==> src/rtl/card_act_pkg.sv <==
package card_act_pkg;

  typedef enum logic [2:0] {
    ST_IDLE,
    ST_RAMP,
    ST_IO,
    ST_CLKW,
    ST_WIN,
    ST_ON,
    ST_DOWN
  } seq_st_e;

  // Any stop condition; supply loss only counts once the supply is trusted.
  function automatic logic abort_req(input logic cmd_n, input logic pres,
                                     input logic good, input logic chk_good);
    return cmd_n | ~pres | (chk_good & ~good);
  endfunction

  // Stop conditions that are faults rather than a host request.
  function automatic logic fault_req(input logic pres, input logic good,
                                     input logic chk_good);
    return ~pres | (chk_good & ~good);
  endfunction

  // Last cycle of a delay of lim cycles counted from zero.
  function automatic logic limit_hit(input int unsigned cnt, input int unsigned lim);
    return cnt >= lim - 1;
  endfunction

endpackage

==> src/rtl/card_act_timer.sv <==
module card_act_timer #(
  parameter int CW = 8
) (
  input  logic          clk,
  input  logic          rst_n,
  input  logic          clr,
  input  logic          inc,
  output logic [CW-1:0] cnt
);
  always_ff @(posedge clk or negedge rst_n) begin
    if (!rst_n)   cnt <= '0;
    else if (clr) cnt <= '0;
    else if (inc) cnt <= cnt + 1'b1;
  end
endmodule

==> src/rtl/card_act_evt.sv <==
module card_act_evt (
  input  logic clk,
  input  logic rst_n,
  input  logic rst_in,
  input  logic card_present,
  output logic rin_fall,
  output logic pres_chg
);
  logic rin_q;
  logic pres_q;

  always_ff @(posedge clk or negedge rst_n) begin
    if (!rst_n) begin
      rin_q  <= 1'b0;
      pres_q <= 1'b0;
    end else begin
      rin_q  <= rst_in;
      pres_q <= card_present;
    end
  end

  assign rin_fall = rin_q & ~rst_in;
  assign pres_chg = pres_q ^ card_present;
endmodule

==> src/rtl/card_act_seq.sv <==
module card_act_seq
  import card_act_pkg::*;
#(
  parameter int IO2CLK_CYC  = 125,
  parameter int CLK2RST_CYC = 125,
  parameter int WIN_CYC     = 50_000_000
) (
  input  logic clk,
  input  logic rst_n,
  input  logic card_present,
  input  logic sess_cmd_n,
  input  logic supply_good,
  input  logic rst_in,
  output logic supply_en,
  output logic io_en,
  output logic clk_en,
  output logic card_rst,
  output logic irq
);
  localparam int MAXA = (IO2CLK_CYC > CLK2RST_CYC) ? IO2CLK_CYC : CLK2RST_CYC;
  localparam int MAXC = (MAXA > WIN_CYC) ? MAXA : WIN_CYC;
  localparam int CW   = $clog2(MAXC + 1);

  seq_st_e       state;
  logic          sup_q, io_q, clk_q, rs_q, cbr_q, irq_q;
  logic [1:0]    step_q;
  logic [CW-1:0] cnt;

  // named internal events
  logic rin_fall, pres_chg;
  logic chk_good, abort, fault_start, start;
  logic a_hit, b_hit, w_hit, clk_start_evt, tmr_clr, tmr_inc;

  card_act_evt u_evt (
    .clk(clk), .rst_n(rst_n), .rst_in(rst_in), .card_present(card_present),
    .rin_fall(rin_fall), .pres_chg(pres_chg)
  );

  card_act_timer #(.CW(CW)) u_tmr (
    .clk(clk), .rst_n(rst_n), .clr(tmr_clr), .inc(tmr_inc), .cnt(cnt)
  );

  always_comb begin
    chk_good    = (state == ST_IO) || (state == ST_CLKW) ||
                  (state == ST_WIN) || (state == ST_ON);
    abort       = (state != ST_IDLE) && (state != ST_DOWN) &&
                  abort_req(sess_cmd_n, card_present, supply_good, chk_good);
    fault_start = abort && fault_req(card_present, supply_good, chk_good);
    start       = (state == ST_IDLE) && !sess_cmd_n && card_present;
    a_hit       = limit_hit(32'(cnt), IO2CLK_CYC);
    b_hit       = limit_hit(32'(cnt), CLK2RST_CYC);
    w_hit       = limit_hit(32'(cnt), WIN_CYC);
    clk_start_evt = (state == ST_IO) && !abort &&
                    (cbr_q ? (rin_fall || w_hit) : a_hit);
    tmr_clr     = (state == ST_IDLE) || (state == ST_RAMP) ||
                  (state == ST_IO && !cbr_q && a_hit) ||
                  (state == ST_CLKW && b_hit);
    tmr_inc     = !tmr_clr;
  end

  always_ff @(posedge clk or negedge rst_n) begin
    if (!rst_n) begin
      state  <= ST_IDLE;
      sup_q  <= 1'b0;
      io_q   <= 1'b0;
      clk_q  <= 1'b0;
      rs_q   <= 1'b0;
      cbr_q  <= 1'b0;
      irq_q  <= 1'b0;
      step_q <= 2'd0;
    end else begin
      irq_q <= pres_chg | fault_start;
      if (abort) begin
        rs_q   <= 1'b0;
        state  <= ST_DOWN;
        step_q <= 2'd1;
      end else begin
        case (state)
          ST_IDLE: if (start) begin
            sup_q <= 1'b1;
            cbr_q <= rst_in;
            state <= ST_RAMP;
          end
          ST_RAMP: if (supply_good) begin
            io_q  <= 1'b1;
            state <= ST_IO;
          end
          ST_IO: if (clk_start_evt) begin
            clk_q <= 1'b1;
            state <= cbr_q ? ST_WIN : ST_CLKW;
          end
          ST_CLKW: if (b_hit) begin
            rs_q  <= 1'b1;
            state <= ST_ON;
          end
          ST_WIN: if (w_hit) begin
            rs_q  <= 1'b1;
            state <= ST_ON;
          end
          ST_DOWN: begin
            step_q <= step_q + 2'd1;
            case (step_q)
              2'd1: clk_q <= 1'b0;
              2'd2: io_q  <= 1'b0;
              default: begin
                sup_q <= 1'b0;
                state <= ST_IDLE;
              end
            endcase
          end
          default: ;
        endcase
      end
    end
  end

  assign supply_en = sup_q;
  assign io_en     = io_q;
  assign clk_en    = clk_q;
  assign card_rst  = rs_q & rst_in;
  assign irq       = irq_q;

  // ---------------- assertions ----------------
  p_idle_quiet_r1: assert property (@(posedge clk) disable iff (!rst_n)
    state == ST_IDLE |-> !(supply_en || io_en || clk_en || card_rst));

  p_absent_ignored_r2: assert property (@(posedge clk) disable iff (!rst_n)
    (state == ST_IDLE && !card_present) |=> !supply_en);

  p_ramp_quiet_r3: assert property (@(posedge clk) disable iff (!rst_n)
    state == ST_RAMP |-> !io_en && !clk_en && !card_rst);

  p_ramp_waits_r3: assert property (@(posedge clk) disable iff (!rst_n)
    (state == ST_RAMP && !supply_good && !abort) |=> state == ST_RAMP);

  p_chain_order_r4: assert property (@(posedge clk) disable iff (!rst_n)
    (clk_en |-> io_en) and (io_en |-> supply_en) and (card_rst |-> clk_en));

  p_mode_kept_r5: assert property (@(posedge clk) disable iff (!rst_n)
    (state != ST_IDLE && state != ST_DOWN) |=> $stable(cbr_q));

  p_fall_starts_clk_r6: assert property (@(posedge clk) disable iff (!rst_n)
    (state == ST_IO && cbr_q && rin_fall && !abort) |=> clk_en);

  p_window_hold_r7: assert property (@(posedge clk) disable iff (!rst_n)
    (cbr_q && (state == ST_IO || state == ST_WIN)) |-> !card_rst);

  p_supply_last_r10: assert property (@(posedge clk) disable iff (!rst_n)
    $fell(supply_en) |-> !io_en && !clk_en && !card_rst);

  p_io_after_clk_r10: assert property (@(posedge clk) disable iff (!rst_n)
    $fell(io_en) |-> !clk_en && !card_rst);

  p_fault_irq_r11: assert property (@(posedge clk) disable iff (!rst_n)
    fault_start |=> irq);

endmodule

==> config.mk <==
export PLATFORM = sky130hd
export DESIGN_NAME = card_act_seq
export DESIGN_NICKNAME = d
export VERILOG_FILES = /design/src/rtl/card_act_pkg.sv /design/src/rtl/card_act_timer.sv /design/src/rtl/card_act_evt.sv /design/src/rtl/card_act_seq.sv
export SDC_FILE = /design/constraint.sdc
export NUM_CORES = 1
export LEC_CHECK = 0
export BUFFER_PORTS_ARGS = -buffer_cell sky130_fd_sc_hd__buf_2
export CORE_MARGIN = 2
export CORE_UTILIZATION = 45
export DETAILED_ROUTE_END_ITERATION = 10
export PLACE_DENSITY = 0.67
export SKIP_LAST_GASP = 1
export SLEW_MARGIN = 20
export SYNTH_ARGS = -nofsm -noshare
export SYNTH_HDL_FRONTEND = slang
export SYNTH_SLANG_ARGS = --single-unit
==> constraint.sdc <==
create_clock -name clk -period 1.7 [get_ports clk]
set_input_delay 0.17 -clock clk [delete_from_list [all_inputs] [get_ports clk]]
set_output_delay 0.17 -clock clk [all_outputs]
set_load 0.03 [all_outputs]
==> results by group <==
Run status
  – Failing checks: setup timing
  – Outcome: finished with violations

Drt
  – First DRT Iteration DRCs: roughly 140
  – Avg Vias per Cell: 5.348
  – Pre-antenna DRT Iters: 6
  – Vias: between 2000 and 2500
  – DRT Wirelength: roughly 6000 um
  – DR top layer: met4
  – Remaining DRCs: 0
  – Met1 wire length: about 2500 um
  – Drt wl/cell: between 15 and 20 um
  – Metal2 WL: slightly above 3000 um
  – DRT antenna net count: 0
  – Met3 WL: between 200 and 300 um

Setup path
  – Capturing point of the worst reg2reg path: state[1]$_DFFE_PN0P_
  – Reg-to-reg startpoint: u_tmr.cnt[12]$_DFF_PN0_
  – R2r worst-path depth: 6
  – CP bufs+invs: 0
  – WP data required: 1.89 ns
  – Crit path max-delay cell type: dfrtp_1
  – Critical path class: reg -> reg
  – CP arrival: between 2 and 2.5 ns
  – Worst-path cell chain: nor4_2 -> nand2_1 -> nor3_4 -> nand3_4 -> o311ai_4 -> mux2_4
  – CP peak stage delay: about 0.40 ns
  – Critical path's top delay family: simple AND/OR/NAND/NOR gates
  – Element type at the critical path start: flop
  – R2R Setup Slk: -0.19 ns
  – Critical Path Fanout Max: 2
  – CP endpoint kind: flop

Place
  – Detail Placement HPWL: between 3000 and 4000 um
  – Port Buf Inserts: 10
  – Final Wtd Congestion: 0.9042
  – DP Area: 2799 um^2

Logic synthesis
  – Synth unique cells: between 40 and 50
  – Dominant cell type by area after synthesis: dfrtp_1
  – Synth Net Count: around 270
  – Post-Syn Area: around 2300 um^2
  – Largest family of logic cells by synthesized area: simple AND/OR/NAND/NOR gates
  – Simple-Gate Fraction of Synth Area: between 20 and 30%
  – Post-synthesis adder-cell area fraction: around 2.2%
  – Cells after Synth: 256
  – Compound-cell area share of the yosys netlist: between 10% and 20%
  – Seq cells post-synth: 39
  – XOR/XNOR share of the synthesized area: a little under a tenth
  – Multiplexer share of the synthesized area: 1.570%
  – Post-synth EDFFs: 0
  – Seq/Total Area, Yosys: between 40 and 50%
  – Synth top area cells: dfrtp_1 (42%), nor2_1 (7.8%), xor2_1 (5.3%)
  – Post-synth ARST share: 100.0%
  – Top-area cell type share of the netlist area: 42.23%
  – Synth Flop Type: dfrtp_1
  – Post-Syn Area per Cell: between 9 and 10 um^2
  – YS warnings: 0

Global route
  – Pin count of the biggest net entering global routing: 40
  – Total gr overflow: 0
  – Initial antenna violation count: 0
  – GRT Resource Usage Total: between 20 and 25%
  – First-pass GRT wire length: 8721 um
  – Vias in the first global route: ~2000

Finish
  – Multi-input gate area: around 1500 um^2
  – Layout area overhead: 40.28%
  – Nets: about 330
  – Fill cell count: ~390
  – Layout cells sized above 1: 39.51%
  – Post-layout util: approximately 64%
  – Post-route cell area: 3242 um^2
  – # diodes: 0
  – Flip-flop and latch area: roughly 980 um^2

Timing
  – Min Tclk post-route: 1.894 ns
  – Post-Route Skew: around 0.0088 ns
  – Setup_tns: -4.396 ns
  – Setup violators final: 31
  – Fin worst setup slack: -0.1941 ns
  – F_max: between 0.5 and 0.6 GHz
  – Worst-margin pin slew: between 0.3 and 0.4 ns
  – Max-Slew Margin vs Limit: roughly 78%
  – Slew Viols, Final: 0
  – Final Cycle Share: 111.4%
  – RSZ-0062 raised after global routing: yes
  – Final hold vios: 0

Die
  – Die Ht: between 70 and 80 um
  – Placement Rows: 26
  – Die Wd: 75.66 um
  – Core area: between 5000 and 6000 um^2
  – Die area: 5724 um^2
  – IO Pins: 11
  – Initial core utilization: between 40% and 50%

Worst hold path
  – WHS Endpoint: u_evt.rin_q$_DFF_PN0_
  – Min-delay src: rst_in
  – Hold Path Cell Cnt: 1
  – Min-Delay Path Class: in -> reg

Clock network
  – Total CTS buffers: 5
  – Clk buf depth: 2
  – Root Buffer: clkbuf_8
  – Worst skew pair latency: about 0.30 ns
  – H-tree depth: 2
  – Clock slew at reported path FFs: about 0.080 ns
  – CTS tree: built
  – TritonCTS Sinks: 39

Pwr
  – VDD IR max: 484.1 uV
  – Overall power: 4.100 mW
  – Leakage power total: ~1.4 nW
  – PwrDens: roughly 1300 nW/um^2

Job
  – Max-cap violations: 0
## timing repair
action / in CTS / in global routing
hold endpoints to repair: 39 / 0
gates cloned: 0 / 3
pin swaps: 0 / 36
resized for setup: 1 / 58
hold buffers: 1 / 0
setup buffers: 0 / 3
endpoints found under the setup margin: 30 / 31
## metrics by stage
stage	hold WS [ns]	std cells	setup WS [ns]
after global routing	0.01214	394	-0.2663
after CTS	0.007542	388	-0.1309
after global placement	0.1614	379	-0.1016
final	0.01282	394	-0.1941
after floorplan	-0.1256	256	-0.1258
after detailed placement	0.1599	379	-0.1177
## layout make-up
class / count / area share, %
multi-input combinational: 199 / 45.35
clock buffer: 8 / 3.088
tap: 70 / 2.702
timing repair buffer: 71 / 17.95
sequential: 39 / 30.10
inverter: 7 / 0.8105
## state kept, by name (all words and copies together) (netlist names)
register      cells
u_tmr.cnt        26
irq               1
supply_en         1
rs_q              1
u_evt.pres_q      1
io_en             1
u_evt.rin_q       1
state             3
cbr_q             1
clk_en            1
step_q            2
## Yosys cell counts (2+ instances only)
cell type and number:
nor2_1 48, dfrtp_1 39, nand2_1 28, xor2_1 14, nand3_1 13, a21oi_1 12
xnor2_1 11, nand4_1 8, nor3_1 7, inv_1 6, o21ai_0 6, and3_1 4
ha_1 4, nor2b_1 4, a31oi_1 3, clkbuf_1 3, nand2b_1 3, nor4_2 3
a221oi_1 2, and2b_2 2, buf_2 2, buf_4 2, buf_6 2, nor3_2 2
nor4_1 2, o221ai_1 2, or2_1 2
## cells by family after synthesis
group | count (synthesis)
simple gates | 133
flops | 39
compound gates | 34
xor+xnor | 25
buf+inv | 18
fa+ha+maj | 4
mux | 3
## worst reg2reg max path, cell delays in order, from the launching register on
cell	delay [ns]
dfrtp_1	0.40
nor4_2	0.29
nand2_1	0.14
nor3_4	0.28
nand3_4	0.12
o311ai_4	0.25
mux2_4	0.32
## where the power goes
part,total (mW),internal [mW],switching (mW)
Clock,0.703,0.371,0.333
Combinational,2.22,1.03,1.19
Sequential,1.18,1.09,0.0942
Total,4.10,2.49,1.61
## metal layers
| metal | vias to the layer above | GRT usage [%] |
|---|---|---|
| met5 | - | 0 |
| met4 | 0 | 8.577 |
| met3 | 13 | 4.101 |
| met2 | 76 | 32.08 |
| met1 | 1007 | 27.27 |
| li1 | 1011 | - |
## worst max path at each step
stage,to,cells past startpoint,from
2_1_floorplan,state[1]$_DFFE_PN0P_,6,u_tmr.cnt[14]$_DFF_PN0_
3_3_place_gp,state[1]$_DFFE_PN0P_,6,u_tmr.cnt[14]$_DFF_PN0_
3_5_place_dp,state[1]$_DFFE_PN0P_,6,u_tmr.cnt[14]$_DFF_PN0_
4_1_cts,state[1]$_DFFE_PN0P_,6,u_tmr.cnt[14]$_DFF_PN0_
5_1_grt,state[1]$_DFFE_PN0P_,6,u_tmr.cnt[12]$_DFF_PN0_
6_report,state[1]$_DFFE_PN0P_,6,u_tmr.cnt[12]$_DFF_PN0_
## placed cells by master (no fill, tap or decap), types with 4 or more instances in the layout
cell / n
a21oi_1: 12
and3_1: 4
buf_2: 10
buf_4: 54
clkbuf_8: 7
dfrtp_1: 39
ha_1: 4
inv_1: 6
nand2_1: 27
nand3_1: 13
nand4_1: 8
nor2_1: 24
nor2_4: 21
nor2b_1: 4
nor3_1: 6
o21ai_0: 6
xnor2_1: 11
xor2_1: 11
No activity file was read; power rests on OpenSTA's default activity.
